`config.mk`:
```
export PLATFORM = sky130hd
export DESIGN_NAME = ecp_rle_expander
export DESIGN_NICKNAME = d
export VERILOG_FILES = /design/src/rtl/ecp_rle_pkg.sv /design/src/rtl/ecp_rle_classify.sv /design/src/rtl/ecp_rle_pending.sv /design/src/rtl/ecp_rle_repeat.sv /design/src/rtl/ecp_rle_expander.sv
export SDC_FILE = /design/constraint.sdc
export NUM_CORES = 1
export LEC_CHECK = 0
export ABC_AREA = 1
export BUFFER_PORTS_ARGS = -buffer_cell sky130_fd_sc_hd__clkbuf_2
export CAP_MARGIN = 20
export CELL_PAD_IN_SITES_DETAIL_PLACEMENT = 1
export CELL_PAD_IN_SITES_GLOBAL_PLACEMENT = 1
export CORE_MARGIN = 4
export CORE_UTILIZATION = 38
export DETAILED_ROUTE_END_ITERATION = 8
export PLACE_DENSITY = 0.79
export SYNTH_ARGS = -nofsm -noshare
export SYNTH_HDL_FRONTEND = slang
export SYNTH_HIERARCHICAL = 1
export SYNTH_SLANG_ARGS = --single-unit
```
`constraint.sdc`:
```
create_clock -name clk -period 3 [get_ports clk]
set_clock_uncertainty 0.05 [all_clocks]
set_input_delay 0.45 -clock clk [delete_from_list [all_inputs] [get_ports clk]]
set_output_delay 0.45 -clock clk [all_outputs]
set_load 0.02 [all_outputs]
```
`src/rtl/ecp_rle_pkg.sv`:
```
package ecp_rle_pkg;

   typedef enum logic [1:0] {
      KIND_DATA  = 2'd0,
      KIND_COUNT = 2'd1,
      KIND_ADDR  = 2'd2
   } rx_kind_e;

endpackage

```
`src/rtl/ecp_rle_classify.sv`:
```
module ecp_rle_classify
   import ecp_rle_pkg::*;
#(
   parameter int BYTE_W = 8,
   localparam int FLD_W = BYTE_W - 1
) (
   input  logic              is_cmd,
   input  logic [BYTE_W-1:0] byte_in,
   output rx_kind_e          kind,
   output logic [FLD_W-1:0]  field
);

   // The top bit of a command selects address (1) or repeat count (0).
   always_comb begin
      field = byte_in[FLD_W-1:0];
      if (!is_cmd)
         kind = KIND_DATA;
      else if (byte_in[BYTE_W-1])
         kind = KIND_ADDR;
      else
         kind = KIND_COUNT;
   end

endmodule

```
`src/rtl/ecp_rle_pending.sv`:
```
module ecp_rle_pending #(
   parameter int FLD_W    = 7,
   parameter bit ADDR_REG = 1'b1
) (
   input  logic             clk,
   input  logic             rst,
   input  logic             load_cnt,
   input  logic             load_addr,
   input  logic             consume,
   input  logic [FLD_W-1:0] field,
   output logic             pend_valid,
   output logic [FLD_W-1:0] pend_cnt,
   output logic             addr_stb,
   output logic [FLD_W-1:0] addr_val
);

   always_ff @(posedge clk) begin
      if (rst) begin
         pend_valid <= 1'b0;
         pend_cnt   <= '0;
      end else if (load_addr) begin
         pend_valid <= 1'b0;
      end else if (load_cnt) begin
         pend_valid <= 1'b1;
         pend_cnt   <= field;
      end else if (consume) begin
         pend_valid <= 1'b0;
      end
   end

   generate
      if (ADDR_REG) begin : g_addr_reg
         always_ff @(posedge clk) begin
            if (rst) begin
               addr_stb <= 1'b0;
               addr_val <= '0;
            end else begin
               addr_stb <= load_addr;
               if (load_addr)
                  addr_val <= field;
            end
         end

         a_r4_addr_strobe: assert property (@(posedge clk) disable iff (rst)
            load_addr |=> addr_stb && addr_val == $past(field) && !pend_valid);
      end else begin : g_addr_comb
         assign addr_stb = load_addr;
         assign addr_val = field;
      end
   endgenerate

   a_r3_count_replaced: assert property (@(posedge clk) disable iff (rst)
      load_cnt && !load_addr |=> pend_valid && pend_cnt == $past(field));

endmodule

```
`src/rtl/ecp_rle_repeat.sv`:
```
module ecp_rle_repeat #(
   parameter int BYTE_W = 8,
   parameter int CNT_W  = 7
) (
   input  logic              clk,
   input  logic              rst,
   input  logic              take,
   input  logic [CNT_W-1:0]  seed,
   input  logic [BYTE_W-1:0] din,
   input  logic              out_ready,
   output logic              out_valid,
   output logic [BYTE_W-1:0] out_byte,
   output logic              last
);

   logic [CNT_W-1:0] remain;

   always_ff @(posedge clk) begin
      if (rst) begin
         out_valid <= 1'b0;
         remain    <= '0;
      end else if (take) begin
         out_valid <= 1'b1;
         out_byte  <= din;
         remain    <= seed;
      end else if (out_valid && out_ready) begin
         if (remain != '0)
            remain <= remain - 1'b1;
         else
            out_valid <= 1'b0;
      end
   end

   assign last = (remain == '0);

   a_r6_hold_on_stall: assert property (@(posedge clk) disable iff (rst)
      out_valid && !out_ready |=> out_valid && $stable(out_byte) && $stable(remain));

   a_r2_count_down: assert property (@(posedge clk) disable iff (rst)
      out_valid && out_ready && !take && remain != '0 |=> out_valid && remain == $past(remain) - 1'b1);

endmodule

```
`src/rtl/ecp_rle_expander.sv`:
```
module ecp_rle_expander
   import ecp_rle_pkg::*;
#(
   parameter int BYTE_W   = 8,
   parameter bit ADDR_REG = 1'b1,
   localparam int FLD_W   = BYTE_W - 1
) (
   input  logic              clk,
   input  logic              rst,
   input  logic              rx_valid,
   input  logic              rx_is_cmd,
   input  logic [BYTE_W-1:0] rx_byte,
   output logic              rx_ready,
   output logic              tx_valid,
   output logic [BYTE_W-1:0] tx_byte,
   input  logic              tx_ready,
   output logic              chan_stb,
   output logic [FLD_W-1:0]  chan_addr
);

   generate
      if (BYTE_W != 8) begin : g_bad_width
         $error("ecp_rle_expander: BYTE_W must be 8");
      end
   endgenerate

   rx_kind_e         kind;
   logic [FLD_W-1:0] field;
   logic             rx_fire;
   logic             take;
   logic             pend_valid;
   logic [FLD_W-1:0] pend_cnt;
   logic [FLD_W-1:0] seed;
   logic             last;

   ecp_rle_classify #(.BYTE_W(BYTE_W)) u_cls (
      .is_cmd  (rx_is_cmd),
      .byte_in (rx_byte),
      .kind    (kind),
      .field   (field)
   );

   assign rx_ready = !tx_valid || (tx_ready && last);
   assign rx_fire  = rx_valid && rx_ready;
   assign take     = rx_fire && (kind == KIND_DATA);
   assign seed     = pend_valid ? pend_cnt : '0;

   ecp_rle_pending #(.FLD_W(FLD_W), .ADDR_REG(ADDR_REG)) u_pend (
      .clk        (clk),
      .rst        (rst),
      .load_cnt   (rx_fire && kind == KIND_COUNT),
      .load_addr  (rx_fire && kind == KIND_ADDR),
      .consume    (take),
      .field      (field),
      .pend_valid (pend_valid),
      .pend_cnt   (pend_cnt),
      .addr_stb   (chan_stb),
      .addr_val   (chan_addr)
   );

   ecp_rle_repeat #(.BYTE_W(BYTE_W), .CNT_W(FLD_W)) u_rep (
      .clk       (clk),
      .rst       (rst),
      .take      (take),
      .seed      (seed),
      .din       (rx_byte),
      .out_ready (tx_ready),
      .out_valid (tx_valid),
      .out_byte  (tx_byte),
      .last      (last)
   );

   a_r1_data_forwarded: assert property (@(posedge clk) disable iff (rst)
      rx_valid && rx_ready && !rx_is_cmd |=> tx_valid && tx_byte == $past(rx_byte));

   a_r5_input_closed: assert property (@(posedge clk) disable iff (rst)
      tx_valid && !last |-> !rx_ready);

   a_r8_cmd_no_output: assert property (@(posedge clk) disable iff (rst)
      rx_valid && rx_ready && rx_is_cmd |=> !tx_valid);

   a_r9_count_consumed: assert property (@(posedge clk) disable iff (rst)
      take |=> !pend_valid);

   a_r7_reset_clears: assert property (@(posedge clk)
      $past(rst) |-> !tx_valid && !pend_valid);

endmodule

```
==> metrics.txt, run 1 <==
commonest non-fill, non-tap cell in the layout=nand2_1; total CTS buffers=5; detailed-route via count=between 1k and 1.5k; initial antenna violation count=0; IO Pins=31; total grt overflow=0; share of layout cells above drive strength 1=between 20% and 30%; Placed Instances=about 270; YS warnings=6; CP max stage cell=nor2_1; Starting Density=between 40% and 50%; element type at the critical path end=flip-flop; CTS Hold Bufs=0; clock sink count=32; CP bufs+invs=4; vias in the first global route=~1.4k; die height=between 70 and 80 um; Worst-Skew Late Latency=280 ps; sequential cell area fraction in the yosys report=~48%; Cell variety after synth=26; Final Hold Fails=0; first-pass GRT wire length=6.444 mm; Buffers on Ports=30; crit path max fanout=8; fin crit period=2282 ps; Post-CTS Resized=0; CORE AREA=0.003744 mm2; post-detail-place hpwl=around 2.8 mm; CP dominant cell by count=nor2_1; die area=~0.005 mm2; startpoint types=flip-flop; largest net degree at the start of global routing=12; final slew viol count=0; n_diodes=0; most frequent cells in the layout=nand2_1, clkbuf_2, inv_1; DR DRC count=0; Worst EP arrival=between 2000 and 2500 ps; Clock transition at path regs=around 70 ps; crit share post-route=76.06%; worst-case clock buffer depth=2; Routed Antenna Nets=0; Post-CTS Setup Bufs=0; Syn Inst Count=200; Pleak=0.8739 nW; setup violators final=0; First DRT Iteration DRCs=63; Data required, critical path=3160 ps; H-tree depth=2; critical path class=flip-flop to flip-flop; Overall Global Routing Usage=16.26%; Rows=22; max cap viols=0; nets=between 200 and 250; min-delay worst type=primary input to flip-flop; Worst-Margin Slew=around 550 ps; RSZ-0062 raised after global routing=false; CP delay by family, top=simple AND/OR/NAND/NOR gates; root buf cell=clkbuf_8; syn_nets=around 210; status=finished, final reports clean; maximum clock frequency=about 0.44 GHz; Slew HR=62.91%; number of synthesized register bits=32; Syn Area/Cell=approximately 7.5 um2; vias per cell=about 4.7; Placer Congestion=0.8412; max incr delay on CP=430 ps; Routed WL=3.580 mm; final cell count without fillers=279; VDD IR max=approximately 0.31 mV; CP Cell Sequence=inv_1 > ha_1 > inv_1 > nor2_1 > nand4_1 > inv_1 > nand2_1 > nand2_2 > nand2_2 > nor2_1 > inv_2 > nor2_2 > nor2_1 > nor2_1; length of the first detailed-routing pass in iterations=5; synth-to-layout area growth=17.80%; setup TNS=0 ps; PD cells=650.5 mW/mm2; Syn Std Cell Area=approximately 0.0015 mm2; CTS tree=built; WL per Instance=around 13 um; die width=approximately 71 um
path summary, 6_finish.rpt:
kind | start | end | slack [ps] | cells past startpoint
hold / removal | rx_byte[5] | u_rep/out_byte[5]$_DFFE_PP_ | 310 | 1
setup / recovery | u_rep/remain[0]$_SDFFE_PP0P_ | u_pend/pend_cnt[0]$_SDFFE_PP0P_ | 720 | 14
hold reg to reg | u_pend/addr_val[1]$_SDFFE_PP0P_ | u_pend/addr_val[1]$_SDFFE_PP0P_ | 410 | 2
setup reg to reg | u_rep/remain[0]$_SDFFE_PP0P_ | u_pend/pend_cnt[0]$_SDFFE_PP0P_ | 720 | 14
worst reg2reg max path, cell delays in order, from the launching register on:
cell and delay [ps]:
dfxtp_1 320, inv_1 110, ha_1 220, inv_1 50, nor2_1 150, nand4_1 100, inv_1 80, nand2_1 60
nand2_2 70, nand2_2 60, nor2_1 430, inv_2 80, nor2_2 250, nor2_1 70, nor2_1 110
final cells by class:
| cell class | instances | area, um2 |
|---|---|---|
| fill | 498 | 1972 |
| sequential | 32 | 720.7 |
| multi-input combinational | 126 | 591.8 |
| timing repair buffer | 32 | 165.2 |
| inverter | 33 | 126.4 |
| clock buffer | 6 | 72.57 |
| tap | 48 | 60.06 |
| clock inverter | 2 | 35.03 |
stage by stage:
stage / hold slack, ps / total power, mW / util, % / setup WS (ps) / area, um2
final: 308.1 / 1.153 / 47.33 / 718.2 / 1772
after global routing: 292.4 / 1.229 / 47.33 / 374.4 / 1772
after CTS: 299.3 / 1.167 / 47.33 / 687.6 / 1772
after detailed placement: 404.7 / 0.7626 / 44.45 / 730.6 / 1664
after global placement: 396.1 / 0.7545 / 44.45 / 820.3 / 1664
after floorplan: 397.0 / 0.6956 / - / 624.2 / 1504
registers in the layout, summed over array words and instances (netlist names):
signal / cells
u_pend/pend_cnt: 7
u_rep/out_valid: 1
u_rep/remain: 7
u_pend/pend_valid: 1
u_pend/addr_stb: 1
u_rep/out_byte: 8
u_pend/addr_val: 7
cell families (layout without fill, tap and decap cells):
logic type	after synthesis	count (layout)	share of synthesized area, %
fa+ha+maj	1	1	0.8318
flops	32	32	47.92
compound gates	23	23	8.486
xor+xnor	1	1	0.5825
buf+inv	42	73	12.73
simple gates	101	101	29.45
per-layer routing:
metal	track usage, %	vias up	part of all wire [%]
met5	0	-	0
met4	6.054	0	2.0
met3	4.830	7	3.3
met2	27.70	21	51
met1	19.28	619	44
li1	-	678	-
synthesized netlist by cell type, drive strengths merged:
library cell  count  area share (%)
a21boi            1            0.50
a21oi             4             1.3
a31o              1            0.58
a31oi             2            0.83
buf               9             4.3
dfxtp            24              32
edfxtp            8              16
ha                1            0.83
inv              33             8.4
nand2            54              15
nand3            12             4.3
nand4             2            0.83
nor2             32             9.3
nor3              1            0.33
o21ai            15             5.2
xor2              1            0.58
power by group:
part | switching [mW] | total, mW | leakage, nW | internal, mW
combinational | 0.170 | 0.257 | 0.550 | 0.0873
sequential | 0.0219 | 0.495 | 0.269 | 0.473
clock | 0.154 | 0.400 | 0.0552 | 0.246
total | 0.346 | 1.15 | 0.874 | 0.807
(Power assumes the default switching activity.)
==> run 2: changes to the inputs <==
==> constraint.sdc (replaced) <==
create_clock -name clk -period 2.4 [get_ports clk]
set_clock_uncertainty 0.05 [all_clocks]
set_input_delay 0.36 -clock clk [delete_from_list [all_inputs] [get_ports clk]]
set_output_delay 0.36 -clock clk [all_outputs]
set_load 0.02 [all_outputs]
==> metrics.txt, run 2 (synthesized netlist as in run 1, its figures left out) <==
Clock transition at path regs=70 ps (about the same); First DRT Iteration DRCs=58 (was 63); CP Cell Sequence=inv_1 > ha_1 > inv_1 > nor2_1 > nand4_1 > inv_1 > nand2_1 > nand2_2 > nand2_2 > nor2_2 > inv_4 > nor2_1 > buf_4 (was inv_1 > ha_1 > inv_1 > nor2_1 > nand4_1 > inv_1 > nand2_1 > nand2_2 > nand2_2 > nor2_1 > inv_2 > nor2_2 > nor2_1 > nor2_1); Final Hold Fails=0 (unchanged); crit share post-route=89.10% (was 76.06%); Worst EP arrival=2080 ps (was 2440 ps); hold_sp=rx_byte[1] (was rx_byte[5]); register-to-register setup slack=260 ps (was 720 ps); CTS Hold Bufs=0 (unchanged); VDD IR max=0.3862 mV (was 0.3118 mV); RSZ-0062 raised after global routing=false (unchanged); Routed Antenna Nets=0 (unchanged); startpoint types=flip-flop (unchanged); commonest non-fill, non-tap cell in the layout=nand2_1 (unchanged); most frequent cells in the layout=nand2_1, clkbuf_2, inv_1 (unchanged); Buffers on Ports=30 (unchanged); nets=247 (was 244); Hold Path End=u_rep/out_byte[1]$_DFFE_PP_ (was u_rep/out_byte[5]$_DFFE_PP_); die area=0.005028 mm2 (unchanged); setup TNS=0 ps (unchanged); clock sink count=32 (unchanged); Filler Cells Inserted=487 (was 498); worst setup path start=u_rep/remain[0]$_SDFFE_PP0P_ (unchanged); CORE AREA=0.003744 mm2 (unchanged); DR DRC count=0 (unchanged); post-detail-place hpwl=2.791 mm (was 2.836 mm); Starting Density=40.17% (unchanged); Biggest register=u_rep/out_byte (unchanged); Placer Congestion=0.7481 (was 0.8412); crit path max fanout=10 (was 8); total grt overflow=0 (unchanged); initial antenna violation count=0 (unchanged); CP max stage cell=dfxtp_1 (was nor2_1); Routed WL=3.521 mm (was 3.580 mm); worst-case clock buffer depth=2 (unchanged); final slew viol count=0 (unchanged); Data required, critical path=2340 ps (was 3160 ps); Overall Global Routing Usage=15.27% (was 16.26%); fin crit period=2138 ps (was 2282 ps); min-delay worst type=primary input to flip-flop (unchanged); CTS tree=built (unchanged); n_diodes=0 (unchanged); Reg-to-Reg End=u_rep/out_byte[3]$_DFFE_PP_ (was u_pend/pend_cnt[0]$_SDFFE_PP0P_); WL per Instance=12.49 um (was 12.83 um); die height=70.91 um (unchanged); final core occ=48.09% (was 47.33%); status=finished, final reports clean (unchanged); length of the first detailed-routing pass in iterations=4 (was 5); Post-CTS Setup Bufs=0 (unchanged); synth-to-layout area growth=19.72% (was 17.80%); reg2reg path depth=13 (was 14); Rows=22 (unchanged); Worst-Margin Slew=306.2 ps (was 554.3 ps); Worst-Skew Late Latency=270 ps (was 280 ps); worst r2r src=u_rep/remain[0]$_SDFFE_PP0P_ (unchanged); max reg flops=8 (unchanged); vias per cell=4.645 (was 4.749); PD cells=801.7 mW/mm2 (was 650.5 mW/mm2); element type at the critical path end=flip-flop (unchanged); Hold Path Depth=1 (unchanged); largest net degree at the start of global routing=12 (unchanged); Pleak=0.8888 nW (was 0.8739 nW); detailed-route via count=1310 (was 1325); first-pass GRT wire length=6.175 mm (was 6.444 mm); share of layout cells above drive strength 1=25.64% (was 23.81%); total CTS buffers=5 (unchanged); root buf cell=clkbuf_8 (unchanged); CP dominant cell by count=inv_1 (was nor2_1); Slew HR=79.57% (was 62.91%); max incr delay on CP=320 ps (was 430 ps); IO Pins=31 (unchanged); vias in the first global route=1377 (was 1408); setup violators final=0 (unchanged); max cap viols=0 (unchanged); die width=70.91 um (unchanged); H-tree depth=2 (unchanged); maximum clock frequency=0.4676 GHz (was 0.4383 GHz); critical path class=flip-flop to flip-flop (unchanged)
==> run 2: cell count changes in the layout (fill, tap and decap cells not counted), sizes merged <==
cell,before,now
clkbuf,36,35
clkinvlp,0,1
buf,2,5
==> run 2: repair_timing <==
action,CTS,global route
resized for setup,0,1
endpoints found under the hold margin,0,0
endpoints found under the setup margin,0,10
==> run 2: critical path: cells and delay by family, from the launching register on <==
kind	cells	cell delay (ps)
simple gates	7	740
buf+inv	5	540
flops	1	320
fa+ha+maj	1	220
==> run 2: per-stage QoR <==
stage / instance area [um2] / cells / hold slack (ps) / setup slack (ps) / power [mW]
6_report: 1800 / 282 / 229.2 / 261.6 / 1.443
5_1_grt: 1800 / 282 / 209.9 / 11.79 / 1.540
4_1_cts: 1798 / 282 / 218.9 / 162.7 / 1.463
3_5_place_dp: 1687 / 274 / 403.5 / 183.8 / 0.9525
3_3_place_gp: 1687 / 274 / 396.4 / 288.9 / 0.9457
2_1_floorplan: 1504 / 200 / 379.1 / 24.17 / 0.8695
==> run 2: how the worst max path moves through the flow <==
stage	endpoint	slack [ps]	cells after the start
floorplan	u_rep/out_byte[0]$_DFFE_PP_	20	13
global placement	u_rep/out_byte[0]$_DFFE_PP_	290	13
detailed placement	u_rep/out_byte[5]$_DFFE_PP_	180	13
CTS	u_rep/out_byte[6]$_DFFE_PP_	160	13
global route	u_rep/out_byte[2]$_DFFE_PP_	10	13
finish	u_rep/out_byte[3]$_DFFE_PP_	260	13
==> run 2: layout make-up <==
class,instances,area [um2],share of cell area (%)
Multi-Input combinational cell,126,594.3,33.01
Inverter,33,126.4,7.019
Clock inverter,3,42.54,2.363
Tap cell,48,60.06,3.336
Sequential cell,32,720.7,40.03
Clock buffer,5,68.82,3.822
Timing Repair Buffer,35,187.7,10.42
==> run 2: report_power, final <==
part	switching, mW	leakage (nW)	internal, mW
sequential	0.0257	0.269	0.591
combinational	0.208	0.566	0.112
clock	0.199	0.0541	0.307
==> run 2: per-layer routing <==
layer | up-vias | GRT usage [%] | wire [um] | share of wire [%]
li1 | 681 | - | - | -
met1 | 606 | 19.12 | 1611 | 46
met2 | 21 | 26.06 | 1764 | 50
met3 | 2 | 4.545 | 125 | 3.6
met4 | 0 | 3.132 | 20 | 0.57
met5 | - | 0 | 0 | 0
